### src/rtl/wbuf_status_timer.sv
module wbuf_status_timer #(
  parameter int CW       = 32,
  parameter int SW       = 32,
  parameter int B5_HOLD  = 8,
  parameter int B4_DELAY = 8,
  parameter int B4_HOLD  = 16,
  parameter int B0_DELAY = 24,
  parameter int B0_HOLD  = 24
) (
  input  logic          clk,
  input  logic          rst_n,
  input  logic [CW-1:0] cycle_cnt,
  input  logic          wr_en,
  output logic [SW-1:0] status
);

  localparam logic [CW-1:0] K5H = CW'(B5_HOLD);
  localparam logic [CW-1:0] K4D = CW'(B4_DELAY);
  localparam logic [CW-1:0] K4H = CW'(B4_HOLD);
  localparam logic [CW-1:0] K0D = CW'(B0_DELAY);
  localparam logic [CW-1:0] K0H = CW'(B0_HOLD);

  logic [CW-1:0] b5_off, b4_on, b4_off, b0_on, b0_off;
  logic          h5, h4, h0;

  logic [CW-1:0] d5_off, d4_on, d4_off, d0_on, d0_off;
  assign d5_off = cycle_cnt - b5_off;
  assign d4_on  = cycle_cnt - b4_on;
  assign d4_off = cycle_cnt - b4_off;
  assign d0_on  = cycle_cnt - b0_on;
  assign d0_off = cycle_cnt - b0_off;

  // reached: signed (now - deadline) >= 0 ; passed: strictly > 0
  logic r5_off, r4_on, r4_off, r0_on, r0_off, p4_off, p0_off;
  assign r5_off = ~d5_off[CW-1];
  assign r4_on  = ~d4_on[CW-1];
  assign r4_off = ~d4_off[CW-1];
  assign r0_on  = ~d0_on[CW-1];
  assign r0_off = ~d0_off[CW-1];
  assign p4_off = r4_off && (d4_off != '0);
  assign p0_off = r0_off && (d0_off != '0);

  logic f5, f4, f0;
  assign f5 = r5_off ? 1'b0 : h5;
  assign f4 = r4_off ? 1'b0 : (r4_on ? 1'b1 : h4);
  assign f0 = r0_off ? 1'b0 : (r0_on ? 1'b1 : h0);

  always_comb begin
    status    = '0;
    status[5] = f5;
    status[4] = f4;
    status[3] = 1'b1;
    status[2] = 1'b1;
    status[1] = 1'b1;
    status[0] = f0;
  end

  always_ff @(posedge clk) begin
    if (!rst_n) begin
      b5_off <= cycle_cnt;
      b4_on  <= cycle_cnt;
      b4_off <= cycle_cnt;
      b0_on  <= cycle_cnt;
      b0_off <= cycle_cnt;
      h5 <= 1'b0;
      h4 <= 1'b0;
      h0 <= 1'b0;
    end else begin
      h5 <= wr_en ? 1'b1 : f5;
      h4 <= f4;
      h0 <= f0;
      if (wr_en) begin
        b5_off <= cycle_cnt + K5H;
        if (p4_off) b4_on <= cycle_cnt + K4D;
        b4_off <= (r4_off ? cycle_cnt : b4_off) + K4H;
        if (p0_off) begin
          b0_on  <= cycle_cnt + K0D;
          b0_off <= cycle_cnt + K0D + K0H;
        end else begin
          b0_off <= b0_off + K0H;
        end
      end
    end
  end

  AST_B5_AFTER_WRITE: assert property (@(posedge clk) disable iff (!rst_n)
    wr_en |=> status[5]);

  AST_B4_OFF_GROWS: assert property (@(posedge clk) disable iff (!rst_n)
    wr_en |=> !((b4_off - $past(b4_off) - K4H) >> (CW-1)));

  AST_B0_BUSY_EXTEND: assert property (@(posedge clk) disable iff (!rst_n)
    (wr_en && !p0_off) |=> (b0_off - $past(b0_off) == K0H) && $stable(b0_on));

  AST_IDLE_STABLE: assert property (@(posedge clk) disable iff (!rst_n)
    !wr_en |=> $stable(b4_off) && $stable(b0_off) && $stable(b5_off));

  AST_B5_STALE_DROP: assert property (@(posedge clk) disable iff (!rst_n)
    (!wr_en && r5_off) |=> !h5);

endmodule

### config.mk
export PLATFORM = sky130hd
export DESIGN_NAME = wbuf_status_timer
export DESIGN_NICKNAME = d
export VERILOG_FILES = /design/src/rtl/wbuf_status_timer.sv
export SDC_FILE = /design/constraint.sdc
export NUM_CORES = 1
export LEC_CHECK = 0
export BUFFER_PORTS_ARGS = -buffer_cell sky130_fd_sc_hd__buf_2
export CAP_MARGIN = 15
export CORE_MARGIN = 2
export CORE_UTILIZATION = 42
export CTS_CLUSTER_SIZE = 25
export DETAILED_ROUTE_END_ITERATION = 10
export GPL_TIMING_DRIVEN = 1
export SLEW_MARGIN = 20
export SYNTH_ARGS = -nofsm -noshare
export SYNTH_HDL_FRONTEND = slang
export SYNTH_SLANG_ARGS = --single-unit
### constraint.sdc
create_clock -name clk -period 7 [get_ports clk]
set_input_delay 0.35 -clock clk [delete_from_list [all_inputs] [get_ports clk]]
set_output_delay 0.35 -clock clk [all_outputs]
set_load 0.01 [all_outputs]
==> results of run 1 <==
-- worst max-delay path, cell delays in order (launching register included) --
cell	delay (ns)
edfxtp_1	0.42
inv_1	0.06
ha_1	0.43
a2111oi_0	0.42
o21ai_0	0.20
a31oi_1	0.29
or2_2	0.20
a21oi_1	0.06
or4b_1	0.47
or4_1	0.43
nand4b_1	0.21
nand2_1	0.43
a21oi_1	0.18
ha_1	0.21
buf_4	0.19
nor4_1	0.66
a41oi_1	0.40
or4_1	0.62
a31oi_1	0.17
-- sequential cells by signal (all words and copies together), names as in the netlist --
| signal | count |
|---|---|
| b0_on | 32 |
| b4_off | 32 |
| b4_on | 32 |
| b5_off | 32 |
| b0_off | 29 |
| h0 | 1 |
| h4 | 1 |
| h5 | 1 |
-- routing by layer --
metal / track usage, % / routed length [um]
met1: 34.97 / 23420
met2: 43.85 / 24920
met3: 2.656 / 3152
met4: 10.66 / 1789
met5: 0 / 0
-- synth_stat cells (all sizes together) (18+ instances only) --
| cell | number |
|---|---|
| inv | 199 |
| nand4 | 39 |
| o211ai | 18 |
| a211oi | 18 |
| a31oi | 24 |
| nand2b | 19 |
| nand3 | 104 |
| a21oi | 147 |
| a21o | 51 |
| nand2 | 152 |
| buf | 54 |
| and3 | 22 |
| xor2 | 26 |
| nor4 | 21 |
| and2 | 24 |
| o21ai | 120 |
| nor3 | 56 |
| o21a | 26 |
| xnor2 | 118 |
| nor2b | 18 |
| clkbuf | 70 |
| nor2 | 104 |
| ha | 154 |
| edfxtp | 157 |
-- worst max path at each step --
stage,to,slack [ns],cells past startpoint
after floorplan,b0_off[27],1.56,20
after global placement,b0_off[27],0.92,18
after detailed placement,b0_off[27],0.75,20
after CTS,b0_off[27],0.88,18
after global routing,b0_off[27],0.39,18
final,b0_off[27],0.78,18
-- power groups by stage --
| stage | sequential, uW | clock [uW] | combinational (uW) |
|---|---|---|---|
| 6_report | 1390 | 891 | 2490 |
| 3_3_place_gp | 1400 | 0 | 2430 |
| 5_1_grt | 1410 | 923 | 2740 |
| 2_1_floorplan | 1380 | 0 | 1820 |
| 4_1_cts | 1390 | 897 | 2460 |
| 3_5_place_dp | 1410 | 0 | 2450 |
-- kinds of logic after synthesis --
logic type	Yosys count	synth area share, %
buffers and inverters	324	8.290
other	2	0.04603
xor gates and xnor gates	144	7.731
and+or+nand+nor	622	19.26
adders and majority gates	156	12.06
AOI/OAI and AO/OA	537	21.46
DFF	160	29.27
muxes	29	1.894
-- cell type report --
| type | instances | area (sq um) | share of cell area (%) |
|---|---|---|---|
| clock buffers | 20 | 436.7 | 2.490 |
| clock inverters | 10 | 90.09 | 0.5136 |
| inverters | 200 | 750.7 | 4.280 |
| multi-input cells | 1517 | 10320 | 58.82 |
| flip-flops and latches | 160 | 4775 | 27.22 |
| well taps | 518 | 648.1 | 3.695 |
| repair buffers | 80 | 523.0 | 2.982 |
-- per-stage QoR --
| stage | power, uW | instance area [sq um] | util (%) | hold slack (ns) |
|---|---|---|---|---|
| floorplan | 3197 | 16420 | - | 0.4318 |
| global placement | 3827 | 17010 | 44.23 | 0.4405 |
| detailed placement | 3855 | 17010 | 44.23 | 0.4494 |
| CTS | 4746 | 17540 | 45.60 | 0.1280 |
| global route | 5077 | 17540 | 45.60 | 0.1394 |
| finish | 4770 | 17540 | 45.60 | 0.1472 |
==> impl_metrics.toml, run 1 <==
[floorplan]
pin_count = 67
die_w_um = 201.1
initial_core_util_pct = 42.41
rows = 72
die_height_um = 201.1
core_region_area_sq_um = 38470
die-area_sq_um = 40440

[critical_path]
regToRegEndpoint = "b0_off[27]"
worstSetupStartpoint = "b0_off[14]"
reg2reg_depth = 18
worstPathMaxFanout = 15
worstReg2RegStart = "b0_off[14]"
arrival_ns = 6.52
end_kind = "flip-flop"
critPathKind = "reg -> reg"
cp_data_required_time_ns = 7.30
cp-start-kind = "flip-flop"
ff2ff_setup_slack_ns = 0.78

[clocking]
cts_resized = 0
cts_buffers = 17
worst_skew_pair.late_latency_ns = 0.45
postCtsSetupBuffers = 0
ctsHoldBuffers = 0
cts-root-buf = "clkbuf_16"
cts_tree = "yes"
clock-sinks = 160
clockBufferDepth = 2
htreeDepth = 4
clk_pin_slew_ns = 0.07

[hold_path]
worstHoldPathType = "in -> reg"
min_from = "cycle_cnt[0]"
hold_path_depth = 1
min_to = "b4_on[0]"

[global_routing]
grt_pass1_vias = 14600
grt_max_degree = 65
grt_use_total_pct = 26.29
antenna_found_initial = 0
grt_pass1_wl_um = 83220
grt_overflow_total = 0

[finish]
synthToLayoutAreaGrowth_pct = 7.508
final_cell_mix = "inv_1, edfxtp_1, ha_1"
n_fill_cell = 3802
drive_above_1_share_pct = 7.297
final_common_cell = "inv_1"
fin_nets = 2167
fin_cells = 2505
n_antenna_cell = 0

[timing]
period_needed_ns = 6.221
setup_viol = 0
fin_worst_skew_ns = 0.01383
slew_viol_final = 0
relSlewSlack_pct = 35.23
period_share_pct = 88.88
fin_setup_tns_ns = 0
max_freq_ghz = 0.1607
setup_ws_ns = 0.7785
worst_slew_pin_slew_ns = 0.9693
rsz0062_at_grt = "false"
finalHoldViolCount = 0

[run]
drv_cap = 0

[placement]
preCtsSetupSlack_ns = 0.7546
place_inst = 2475
dp_hpwl_um = 40710
port_buffers = 37
routabilityCongestion = 0.9393

[pwr]
switchingPower_uw = 2079
power_frac_clock_pct = 18.7
comb_power_share_pct = 52.2
switching_share_pct = 43.58
pwr-share-seq_pct = 29.1
powerDensity_nw_per_um2 = 272.0
leakage_uw = 0.007277
vdd_drop_max_mv = 0.1702
internal-power_uw = 2691

[drt]
drt_iter0_markers = 1343
wl_per_cell_um = 21.27
avgViaCountPerCell = 6.028
dr.pass1.iters = 5
vias = 15100
totalWireLength_um = 53290
drc = 0
drtAntennaViolNets = 0

[yosys]
syn-mean-instance-area_sq_um = 8.265
netlist_instances = 1974
synth-seq-cells = 160
yosysTopAreaCellShare_pct = 28.90
synth_seq_area_share_pct = 29.27
ys_async_sr_fraction_pct = 0
synth_edf_count = 157
yosysUniqueCellTypes = 88
yosys.area.top_type = "edfxtp_1"
netlist_area_sq_um = 16310
synth_area_leaders = "edfxtp_1, ha_1, xnor2_1"
yosysWarnings = 0
synth-main-ff-cell = "edfxtp_1"

[run_status]
status = "completed"
Power figures use the tool's default switching activity.
==> run 2, diff against run 1 <==
- ABC_AREA: default -> 1
==> run 2 against run 1 <==
Design area grew 1.2%. Fmax is 23% higher. Count of clock-buffer cells in the layout up 1. Wire length up 4.3%. Non-clock buffer count fell by 34. Synthesized area is 1.5% higher. Via count up 5.4%. Combinational power fell by 14%. Final cell count up 20%. Register-to-register slack better by 1.2 ns. Clock power rose by 17%. Worst hold slack gained 0.0084 ns.
==> impl_metrics.toml, run 2 <==
[pwr]
switchingPower_uw = 1972
internal-power_uw = 2488
switching_share_pct = 44.22
leakage_uw = 0.009052
powerDensity_nw_per_um2 = 251.2
pwr-share-seq_pct = 28.7
comb_power_share_pct = 48.1
vdd_drop_max_mv = 0.1792
power_frac_clock_pct = 23.2

[yosys]
yosysWarnings = 0
yosysUniqueCellTypes = 54
yosysTopAreaCellShare_pct = 28.48
netlist_top_cells_count = "nand2_1, inv_1, nor2_1"
synth-seq-cells = 160
ys_async_sr_fraction_pct = 0
synth_edf_count = 157
synth-main-ff-cell = "edfxtp_1"
synth_most_common_cell = "nand2_1"
netlist_area_sq_um = 16560
synth_area_leaders = "edfxtp_1, nand2_1, ha_1"
netlist_instances = 2447
synth_seq_area_share_pct = 28.84
syn-mean-instance-area_sq_um = 6.766
yosys.area.top_type = "edfxtp_1"

[clocking]
cts_resized = 0
postCtsSetupBuffers = 0
htreeDepth = 4
clk_pin_slew_ns = 0.07
ctsHoldBuffers = 0
worst_skew_pair.late_latency_ns = 0.46
clock-sinks = 160
cts_buffers = 17
cts-root-buf = "clkbuf_16"
cts_tree = "yes"
clockBufferDepth = 2

[drt]
drc = 0
drtAntennaViolNets = 0
totalWireLength_um = 55560
drt_iter0_markers = 1403
wl_per_cell_um = 18.53
wl_met2_um = 25530
drt-met1-wl_um = 24900
vias = 15920
avgViaCountPerCell = 5.307
met3_length_um = 3297
dr.pass1.iters = 5
top_layer_used = "met4"

[critical_path]
critPathKind = "reg -> reg"
worstPathMaxFanout = 54
cp_data_required_time_ns = 7.21
cp-start-kind = "flip-flop"
arrival_ns = 5.25
end_kind = "flip-flop"

[global_routing]
grt_pass1_vias = 15250
grt_overflow_total = 0
grt_pass1_wl_um = 86280
grt_max_degree = 62
antenna_found_initial = 0
grt_use_total_pct = 27.41

[timing]
fin_hold_ws_ns = 0.1556
finalHoldViolCount = 0
fin_setup_tns_ns = 0
setup_viol = 0
period_share_pct = 72.05
worst_slew_pin_slew_ns = 1.007
rsz0062_at_grt = "false"
slew_viol_final = 0
setup_ws_ns = 1.957
period_needed_ns = 5.043
fin_worst_skew_ns = 0.01357
relSlewSlack_pct = 32.27
max_freq_ghz = 0.1983

[finish]
fin_nets = 2659
final_common_cell = "nand2_1"
n_antenna_cell = 0
ff_latch_area_sq_um = 4775
fin_area_sq_um = 17760
fin_util_pct = 45.84
multi_input_area_sq_um = 9794
final_cell_mix = "nand2_1, inv_1, nor2_1"
drive_above_1_share_pct = 5.441
n_fill_cell = 4106
synthToLayoutAreaGrowth_pct = 7.248

[floorplan]
die-area_sq_um = 41020
initial_core_util_pct = 42.74
pin_count = 67
die_height_um = 202.5
rows = 72
core_region_area_sq_um = 38740
die_w_um = 202.5

[placement]
preCtsSetupSlack_ns = 1.650
port_buffers = 37
routabilityCongestion = 0.9784
dp_hpwl_um = 44060
dpl_cell_area_sq_um = 17100

[run]
drv_cap = 0

[hold_path]
worstHoldPathType = "in -> reg"

[run_status]
status = "completed"
[run 2: cell count changes in the layout (fill, tap and decap cells not counted), moves of 19 or more]
cell	delta
a21o_1	-45
xnor2_1	-106
a21oi_1	-40
nor3_1	-24
inv_1	+231
nor2_1	+108
xor2_1	+57
buf_4	-35
o21ai_0	-19
nand2_1	+600
o21a_1	-23
nand3_1	+28
[run 2: worst paths after layout]
path,start,to,slack (ns),cells after the start
setup reg to reg,b0_off[13],b0_off[15],1.96,23
hold reg to reg,h4,h4,0.46,2
hold / removal,cycle_cnt[0],b4_on[0],0.16,1
setup / recovery,b0_off[13],b0_off[15],1.96,23
[run 2: power by group through the flow]
| stage | logic [uW] | registers, uW | clock network (uW) |
|---|---|---|---|
| floorplan | 1590 | 1280 | 0 |
| global placement | 2100 | 1300 | 0 |
| detailed placement | 2100 | 1300 | 0 |
| CTS | 2120 | 1280 | 1050 |
| global route | 2420 | 1300 | 1080 |
| finish | 2140 | 1280 | 1040 |
[run 2: routing by layer]
metal / GRT usage, % / vias to the layer above
met1: 37.17 / 7414
met2: 45.07 / 555
met5: 0 / -
li1: - / 7852
met3: 2.953 / 95
met4: 10.27 / 0
[run 2: cell families (layout without fill, tap and decap cells)]
group	Yosys count	after routing	share of synthesized area, %
multiplexers	1	1	0.06801
AND/OR/NAND/NOR	1258	1258	32.52
flip-flops	160	160	28.84
buffers and inverters	507	514	12.79
adder cells (fa/ha/maj)	156	156	11.88
other	2	29	0.04536
AO/OA/AOI/OAI	268	268	8.827
XOR/XNOR	95	95	5.026
[run 2: cell type report]
class,instances,area share [%]
timing repair buffer,46,1.536
sequential,160,26.89
tap,518,3.650
inverter,436,9.217
multi-input combinational,1807,55.16
clock buffer,21,2.706
clock inverter,11,0.8386
[run 2: per-stage QoR]
stage                     total power [uW]  instances
after CTS                             4446       2998
after global routing                  4794       2999
after detailed placement              3403       2966
final                                 4460       2999
after global placement                3392       2966
after floorplan                       2872       2474
[run 2: worst max-delay path: stages, from the launching register on]
cell	delay, ns
edfxtp_1	0.35
inv_1	0.08
ha_1	0.41
nand2_1	0.16
nor2_1	0.31
and3_1	0.29
nand2_1	0.10
nand3_1	0.10
nand2_1	0.05
nor2_1	0.15
nand2_1	0.10
nor3_2	0.24
nand3_4	0.53
nand2_4	0.70
nand2_1	0.10
nand2_1	0.14
ha_1	0.24
inv_1	0.11
nand3_4	0.14
inv_1	0.07
nand2_1	0.12
nor2_4	0.06
o21ai_0	0.15
o21ai_1	0.07
